File: config.mk
export PLATFORM = sky130hd
export DESIGN_NAME = spi_dual_len_slave
export DESIGN_NICKNAME = d
export VERILOG_FILES = /design/src/rtl/spi_dual_pkg.sv /design/src/rtl/spi_in_sync.sv /design/src/rtl/spi_rx_deframe.sv /design/src/rtl/spi_tx_serializer.sv /design/src/rtl/spi_dual_len_slave.sv
export SDC_FILE = /design/constraint.sdc
export NUM_CORES = 1
export LEC_CHECK = 0
export CAP_MARGIN = 20
export CORE_MARGIN = 1.5
export CORE_UTILIZATION = 57
export DETAILED_ROUTE_END_ITERATION = 8
export DONT_BUFFER_PORTS = 1
export HOLD_SLACK_MARGIN = 0.12
export PLACE_DENSITY = 0.83
export SLEW_MARGIN = 20
export SYNTH_ARGS = -nofsm -noshare
export SYNTH_HDL_FRONTEND = slang
export SYNTH_SLANG_ARGS = --single-unit
File: constraint.sdc
create_clock -name clk -period 3.04 [get_ports clk]
set_input_delay 0.304 -clock clk [delete_from_list [all_inputs] [get_ports clk]]
set_output_delay 0.304 -clock clk [all_outputs]
set_load 0.005 [all_outputs]
File: src/rtl/spi_dual_pkg.sv
package spi_dual_pkg;

  typedef enum logic [1:0] {
    FK_NONE  = 2'd0,
    FK_SHORT = 2'd1,
    FK_LONG  = 2'd2,
    FK_BAD   = 2'd3
  } frame_kind_e;

  // Classify a finished window by its edge count.
  function automatic frame_kind_e classify_len(input int count,
                                               input int short_n,
                                               input int long_n);
    if (count == short_n)     return FK_SHORT;
    else if (count == long_n) return FK_LONG;
    else                      return FK_BAD;
  endfunction

endpackage

File: src/rtl/spi_in_sync.sv
module spi_in_sync #(
  parameter int               WIDTH   = 3,
  parameter int               STAGES  = 2,
  parameter logic [WIDTH-1:0] RST_VAL = '0
) (
  input  logic             clk,
  input  logic             rst_n,
  input  logic [WIDTH-1:0] d,
  output logic [WIDTH-1:0] q
);

  logic [WIDTH-1:0] stage_q [STAGES];

  for (genvar s = 0; s < STAGES; s++) begin : g_stage
    if (s == 0) begin : g_first
      always_ff @(posedge clk or negedge rst_n) begin
        if (!rst_n) stage_q[s] <= RST_VAL;
        else        stage_q[s] <= d;
      end
    end else begin : g_next
      always_ff @(posedge clk or negedge rst_n) begin
        if (!rst_n) stage_q[s] <= RST_VAL;
        else        stage_q[s] <= stage_q[s-1];
      end
    end
  end

  assign q = stage_q[STAGES-1];

endmodule

File: src/rtl/spi_rx_deframe.sv
module spi_rx_deframe
  import spi_dual_pkg::*;
#(
  parameter int ADDR_W = 8,
  parameter int DATA_W = 16,
  parameter int PAD_W  = 8
) (
  input  logic              clk,
  input  logic              rst_n,
  input  logic              cs_active,
  input  logic              cs_fall,
  input  logic              cs_rise,
  input  logic              sclk_rise,
  input  logic              sdi_bit,
  output logic              frame_done,
  output logic              len_err,
  output logic [ADDR_W-1:0] addr,
  output logic [DATA_W-1:0] wdata,
  output logic              long_frame,
  output logic              pad_warn
);

  localparam int SHORT_N = ADDR_W + DATA_W;
  localparam int LONG_N  = SHORT_N + PAD_W;
  localparam int CNT_W   = $clog2(2 * LONG_N);
  localparam logic [CNT_W-1:0] CNT_MAX = '1;

  logic [LONG_N-1:0] shreg_q, shreg_d;
  logic [CNT_W-1:0]  cnt_q,   cnt_d;
  logic              done_q,  done_d;
  logic              err_q,   err_d;
  logic [ADDR_W-1:0] addr_q,  addr_d;
  logic [DATA_W-1:0] wdata_q, wdata_d;
  logic              long_q,  long_d;
  logic              warn_q,  warn_d;
  frame_kind_e       kind;

  assign kind = cs_rise ? classify_len(int'(cnt_q), SHORT_N, LONG_N) : FK_NONE;

  always_comb begin
    shreg_d = shreg_q;
    cnt_d   = cnt_q;
    done_d  = 1'b0;
    err_d   = 1'b0;
    addr_d  = addr_q;
    wdata_d = wdata_q;
    long_d  = long_q;
    warn_d  = warn_q;

    if (cs_fall) begin
      cnt_d = '0;
    end else if (cs_active && sclk_rise) begin
      shreg_d = {shreg_q[LONG_N-2:0], sdi_bit};
      if (cnt_q != CNT_MAX) cnt_d = cnt_q + 1'b1;
    end

    unique case (kind)
      FK_SHORT: begin
        done_d  = 1'b1;
        addr_d  = shreg_q[DATA_W +: ADDR_W];
        wdata_d = shreg_q[0 +: DATA_W];
        long_d  = 1'b0;
        warn_d  = 1'b0;
      end
      FK_LONG: begin
        done_d  = 1'b1;
        addr_d  = shreg_q[DATA_W +: ADDR_W];
        wdata_d = shreg_q[0 +: DATA_W];
        long_d  = 1'b1;
        warn_d  = |shreg_q[SHORT_N +: PAD_W];
      end
      FK_BAD:  err_d = 1'b1;
      default: ;
    endcase
  end

  always_ff @(posedge clk or negedge rst_n) begin
    if (!rst_n) begin
      shreg_q <= '0;
      cnt_q   <= '0;
      done_q  <= 1'b0;
      err_q   <= 1'b0;
      addr_q  <= '0;
      wdata_q <= '0;
      long_q  <= 1'b0;
      warn_q  <= 1'b0;
    end else begin
      shreg_q <= shreg_d;
      cnt_q   <= cnt_d;
      done_q  <= done_d;
      err_q   <= err_d;
      addr_q  <= addr_d;
      wdata_q <= wdata_d;
      long_q  <= long_d;
      warn_q  <= warn_d;
    end
  end

  assign frame_done = done_q;
  assign len_err    = err_q;
  assign addr       = addr_q;
  assign wdata      = wdata_q;
  assign long_frame = long_q;
  assign pad_warn   = warn_q;

endmodule

File: src/rtl/spi_tx_serializer.sv
module spi_tx_serializer #(
  parameter int STAT_W = 8,
  parameter int DATA_W = 16,
  parameter int PAD_W  = 8
) (
  input  logic              clk,
  input  logic              rst_n,
  input  logic              cs_active,
  input  logic              cs_fall,
  input  logic              sclk_fall,
  input  logic              wide_sel,
  input  logic [STAT_W-1:0] status,
  input  logic [DATA_W-1:0] resp,
  output logic              sdo,
  output logic              sdo_oe
);

  localparam int TX_W = STAT_W + PAD_W + DATA_W;

  logic [TX_W-1:0] tx_q, tx_d;
  logic [TX_W-1:0] load_word;

  assign load_word = wide_sel ? {status, {PAD_W{1'b0}}, resp}
                              : {status, resp, {PAD_W{1'b0}}};

  always_comb begin
    tx_d = tx_q;
    if (cs_fall)                     tx_d = load_word;
    else if (!cs_active)             tx_d = '0;
    else if (sclk_fall)              tx_d = {tx_q[TX_W-2:0], 1'b0};
  end

  always_ff @(posedge clk or negedge rst_n) begin
    if (!rst_n) tx_q <= '0;
    else        tx_q <= tx_d;
  end

  assign sdo_oe = cs_active;
  assign sdo    = cs_active & tx_q[TX_W-1];

endmodule

File: src/rtl/spi_dual_len_slave.sv
module spi_dual_len_slave #(
  parameter int ADDR_W      = 8,
  parameter int DATA_W      = 16,
  parameter int STAT_W      = 8,
  parameter int PAD_W       = 8,
  parameter int SYNC_STAGES = 2
) (
  input  logic              clk,
  input  logic              rst_n,
  input  logic              sclk,
  input  logic              cs_n,
  input  logic              sdi,
  input  logic [STAT_W-1:0] status_in,
  input  logic [DATA_W-1:0] resp_in,
  output logic              sdo,
  output logic              sdo_oe,
  output logic              frame_done,
  output logic [ADDR_W-1:0] frame_addr,
  output logic [DATA_W-1:0] frame_wdata,
  output logic              len_err,
  output logic              long_frame,
  output logic              pad_warn
);

  // Reset: asserted asynchronously, released on a clock edge.
  logic [1:0] rst_pipe_q;
  logic       core_rst_n;

  always_ff @(posedge clk or negedge rst_n) begin
    if (!rst_n) rst_pipe_q <= 2'b00;
    else        rst_pipe_q <= {rst_pipe_q[0], 1'b1};
  end
  assign core_rst_n = rst_pipe_q[1];

  // Bit order: [2] sdi, [1] cs_n, [0] sclk.
  logic [2:0] pins_s;
  spi_in_sync #(
    .WIDTH  (3),
    .STAGES (SYNC_STAGES),
    .RST_VAL(3'b010)
  ) u_sync (
    .clk  (clk),
    .rst_n(core_rst_n),
    .d    ({sdi, cs_n, sclk}),
    .q    (pins_s)
  );

  logic sclk_d, cs_d;
  always_ff @(posedge clk or negedge core_rst_n) begin
    if (!core_rst_n) begin
      sclk_d <= 1'b0;
      cs_d   <= 1'b1;
    end else begin
      sclk_d <= pins_s[0];
      cs_d   <= pins_s[1];
    end
  end

  logic sclk_rise, sclk_fall, cs_fall, cs_rise, cs_active;
  assign sclk_rise = pins_s[0] & ~sclk_d;
  assign sclk_fall = ~pins_s[0] & sclk_d;
  assign cs_fall   = ~pins_s[1] & cs_d;
  assign cs_rise   = pins_s[1] & ~cs_d;
  assign cs_active = ~pins_s[1];

  logic long_q;

  spi_rx_deframe #(
    .ADDR_W(ADDR_W),
    .DATA_W(DATA_W),
    .PAD_W (PAD_W)
  ) u_rx (
    .clk       (clk),
    .rst_n     (core_rst_n),
    .cs_active (cs_active),
    .cs_fall   (cs_fall),
    .cs_rise   (cs_rise),
    .sclk_rise (sclk_rise),
    .sdi_bit   (pins_s[2]),
    .frame_done(frame_done),
    .len_err   (len_err),
    .addr      (frame_addr),
    .wdata     (frame_wdata),
    .long_frame(long_q),
    .pad_warn  (pad_warn)
  );

  spi_tx_serializer #(
    .STAT_W(STAT_W),
    .DATA_W(DATA_W),
    .PAD_W (PAD_W)
  ) u_tx (
    .clk      (clk),
    .rst_n    (core_rst_n),
    .cs_active(cs_active),
    .cs_fall  (cs_fall),
    .sclk_fall(sclk_fall),
    .wide_sel (long_q),
    .status   (status_in),
    .resp     (resp_in),
    .sdo      (sdo),
    .sdo_oe   (sdo_oe)
  );

  assign long_frame = long_q;

endmodule

==> run_results.csv <==
group,metric,value,unit
sta,slew_violations,0,
yosys,synth_top_area_share,0.571,
worst_setup_path,end_kind,"flop",
yosys,synthTopCellsByArea,"dfrtp_1, mux2_2, a211oi_1",
detailed_routing,drc,0,
sta,rsz0062_at_grt,"false",
worst_setup_path,timing.rr.end,"u_rx.wdata[1]",
yosys,ys_ff_latch,108,
sta,tns,0,ps
global_route,gr-total-overflow,0,
detailed_routing,vias,2811,
global_route,grt_max_degree,60,
die,core,7770,um^2
detailed_routing,wl_per_cell,17.5,um
power,power_leakage,2.44,nW
global_route,grt_pass1_vias,2954,
sta,hold_viol,0,
worst_setup_path,slowest_stage,"dfstp_2",
detailed_routing,firstDrtPassIters,4,
clock_tree,clock_path_buffers,2,
yosys,yosysSeqAreaShare,0.588,
clock_tree,cts_htree_levels,3,
detailed_routing,drt_iter0_drc,120,
sta,fmax,406,MHz
worst_setup_path,ff2ff_setup_slack,580,ps
sta,relSlewSlack,0.378,
global_route,antenna_found_initial,0,
sta,finClkSkew,9.33,ps
global_route,grt_use_met2,0.347,
sta,finalCritPeriodShare,0.810,
sta,setup_violations,0,
yosys,synth_cell_types,40,
worst_setup_path,cp_cell_sequence,"clkinv_1 > buf_4 > nand2_1 > a41oi_1 > ha_1 > buf_4 > mux2_2",
worst_setup_path,crit_top_cell,"buf_4",
worst_setup_path,worstSetupStartpointType,"flop",
yosys,avgSynthCellArea,13.3,um^2
finish,diodes,0,
worst_setup_path,crit_start,"cs_d",
worst_setup_path,crit_path_max_fanout,28,
clock_tree,root_buffer,"clkbuf_8",
clock_tree,clk_pin_slew,100,ps
sta,worstMarginPinSlew,930,ps
worst_hold_path,hold_class,"primary input to flop",
global_route,grtUsageMet1,0.268,
clock_tree,clock_sinks,108,
clock_tree,cts_tree,"done",
placement,post-place-ws,600,ps
finish,drive_gt1_frac,0.229,
placement,io_buffer_count,0,
sta,holdWs,135,ps
worst_setup_path,cp.arrival,2710,ps
die,start_util,0.592,
yosys,yosysWarnings,0,
global_route,grtUsageMet3,0.0599,
global_route,grt_pass1_wl,14200,um
global_route,grt_usage,0.210,
worst_setup_path,r2r.worst_path.cells,7,
worst_setup_path,crit_end,"u_rx.wdata[1]",
placement,hpwl,5320,um
clock_tree,insertion_delay,360,ps
finish,synthToLayoutAreaGrowth,11.4,%
sta,setup_ws,578,ps
yosys,syn-num-nets,380,
die,io_pins,59,
worst_setup_path,critical_path_required,3290,ps
finish,finalNetCount,403,
global_route,busiest_layer,"met2",
die,die_y,92.8,um
detailed_routing,route.antenna.remaining_nets,0,
detailed_routing,vias_per_cell,5.89,
outcome,outcome,"finished, final reports clean",
worst_setup_path,reg2reg_from,"cs_d",
clock_tree,cts_resized,0,
clock_tree,cts_buffers,9,
job,maxCapViolCount,0,
sta,post-route-min-period,2460,ps
yosys,netlist_instances,347,
finish,fin_util,0.660,
worst_setup_path,path_class,"flop to flop",
yosys,yosys.area.top_type,"dfrtp_1",
worst_setup_path,max_stage_delay,790,ps
die,std_cell_rows,32,
die,die_w,92.8,um
power,vdd_drop_max,0.443,mV
placement,gp_congestion,0.805,
die,die_area,8620,um^2
detailed_routing,wl,8350,um
power,power_density,533,nW/um^2
yosys,netlist_area,4600,um^2
critical path: cells and delay by family, from the launching register on:
family          cells  cell delay [ps]
simple gates        1              120
flops               1              790
fa+ha+maj           1              310
compound gates      1               70
mux                 1              390
buf+inv             3              650
per-layer routing:
layer,part of all wire,up-vias
met1,0.44,1429
met3,0.055,8
met5,0,-
li1,-,1310
met4,0.012,0
met2,0.50,64
cell usage after synthesis, drive strengths merged:
cell,instances
nand3,1
o2111a,1
ha,4
or4,2
a31oi,1
a31o,1
dfrtp,105
clkbuf,9
dfstp,3
or3b,1
a32o,1
clkinv,1
and4,1
a211oi,26
nand2,24
buf,13
nand2b,2
and2,1
conb,1
o21ai,18
a311oi,1
a21oi,3
nor2b,3
nor2,11
a2bb2oi,15
and3b,9
mux2i,19
a41oi,2
nor3b,2
nor4b,1
inv,5
nor3,2
mux2,57
and3,1
per-stage QoR:
step | cell area, um^2 | std cells | total power [W]
floorplan | 4600 | 347 | 0.00184
global placement | 4670 | 434 | 0.00189
detailed placement | 4670 | 434 | 0.00191
CTS | 5130 | 477 | 0.00276
global route | 5130 | 477 | 0.00286
finish | 5130 | 477 | 0.00273
kinds of logic after synthesis:
family / count (synthesis) / synth area share
other: 1 / 0.000815
and+or+nand+nor: 61 / 0.0778
DFF: 108 / 0.588
muxes: 76 / 0.181
adders and majority gates: 4 / 0.0109
AOI/OAI and AO/OA: 69 / 0.108
buffers and inverters: 28 / 0.0332
area by class of cell:
cell class,count,area [um^2]
tap,102,128
clock inverter,6,62.6
inverter,6,22.5
sequential,108,2710
timing repair buffer,34,335
multi-input combinational,211,1740
fill,580,2640
clock buffer,10,128
flip-flops by register name, summed over array words and instances (netlist names):
signal and flops:
u_rx.cnt_q 6, u_rx.pad_warn 1, u_sync.stage_q 3, u_rx.addr 8
rst_pipe_q 2, u_rx.len_err 1, u_tx.tx_q 32, u_rx.shreg_q 32
u_rx.wdata 16, sclk_d 1, u_rx.long_frame 1, cs_d 1
u_rx.frame_done 1, u_sync.q 3
where the power goes:
| group | switching [W] | internal, W |
|---|---|---|
| clock network | 0.000504 | 0.000323 |
| logic | 0.000121 | 0.000147 |
| registers | 0.000100 | 0.00154 |
cells in the final DEF, fill, tap and decap left out, types with 9 or more instances in the layout:
cell type and instances:
and3b_1 9, a211oi_1 26, a2bb2oi_1 15, clkbuf_8 9, dlygate4sd3_1 27, nand2_1 24
mux2i_1 19, dfrtp_1 104, nor2_1 11, mux2_2 53, o21ai_0 18
worst min path at each step:
stage                            start            end  slack (ps)  depth (start not counted)
final                     status_in[1]  u_tx.tx_q[25]         130                          2
after global routing      status_in[1]  u_tx.tx_q[25]         150                          2
after CTS                 status_in[1]  u_tx.tx_q[25]         120                          2
after detailed placement         rst_n  rst_pipe_q[0]           8                          0
after global placement           rst_n  rst_pipe_q[0]           8                          0
after floorplan                  rst_n  rst_pipe_q[0]           8                          0
timing repair:
action / in CTS / in global routing
hold buffers: 27 / 0
setup buffers: 0 / 0
endpoints found under the hold margin: 28 / 0
(Power assumes the default switching activity.)
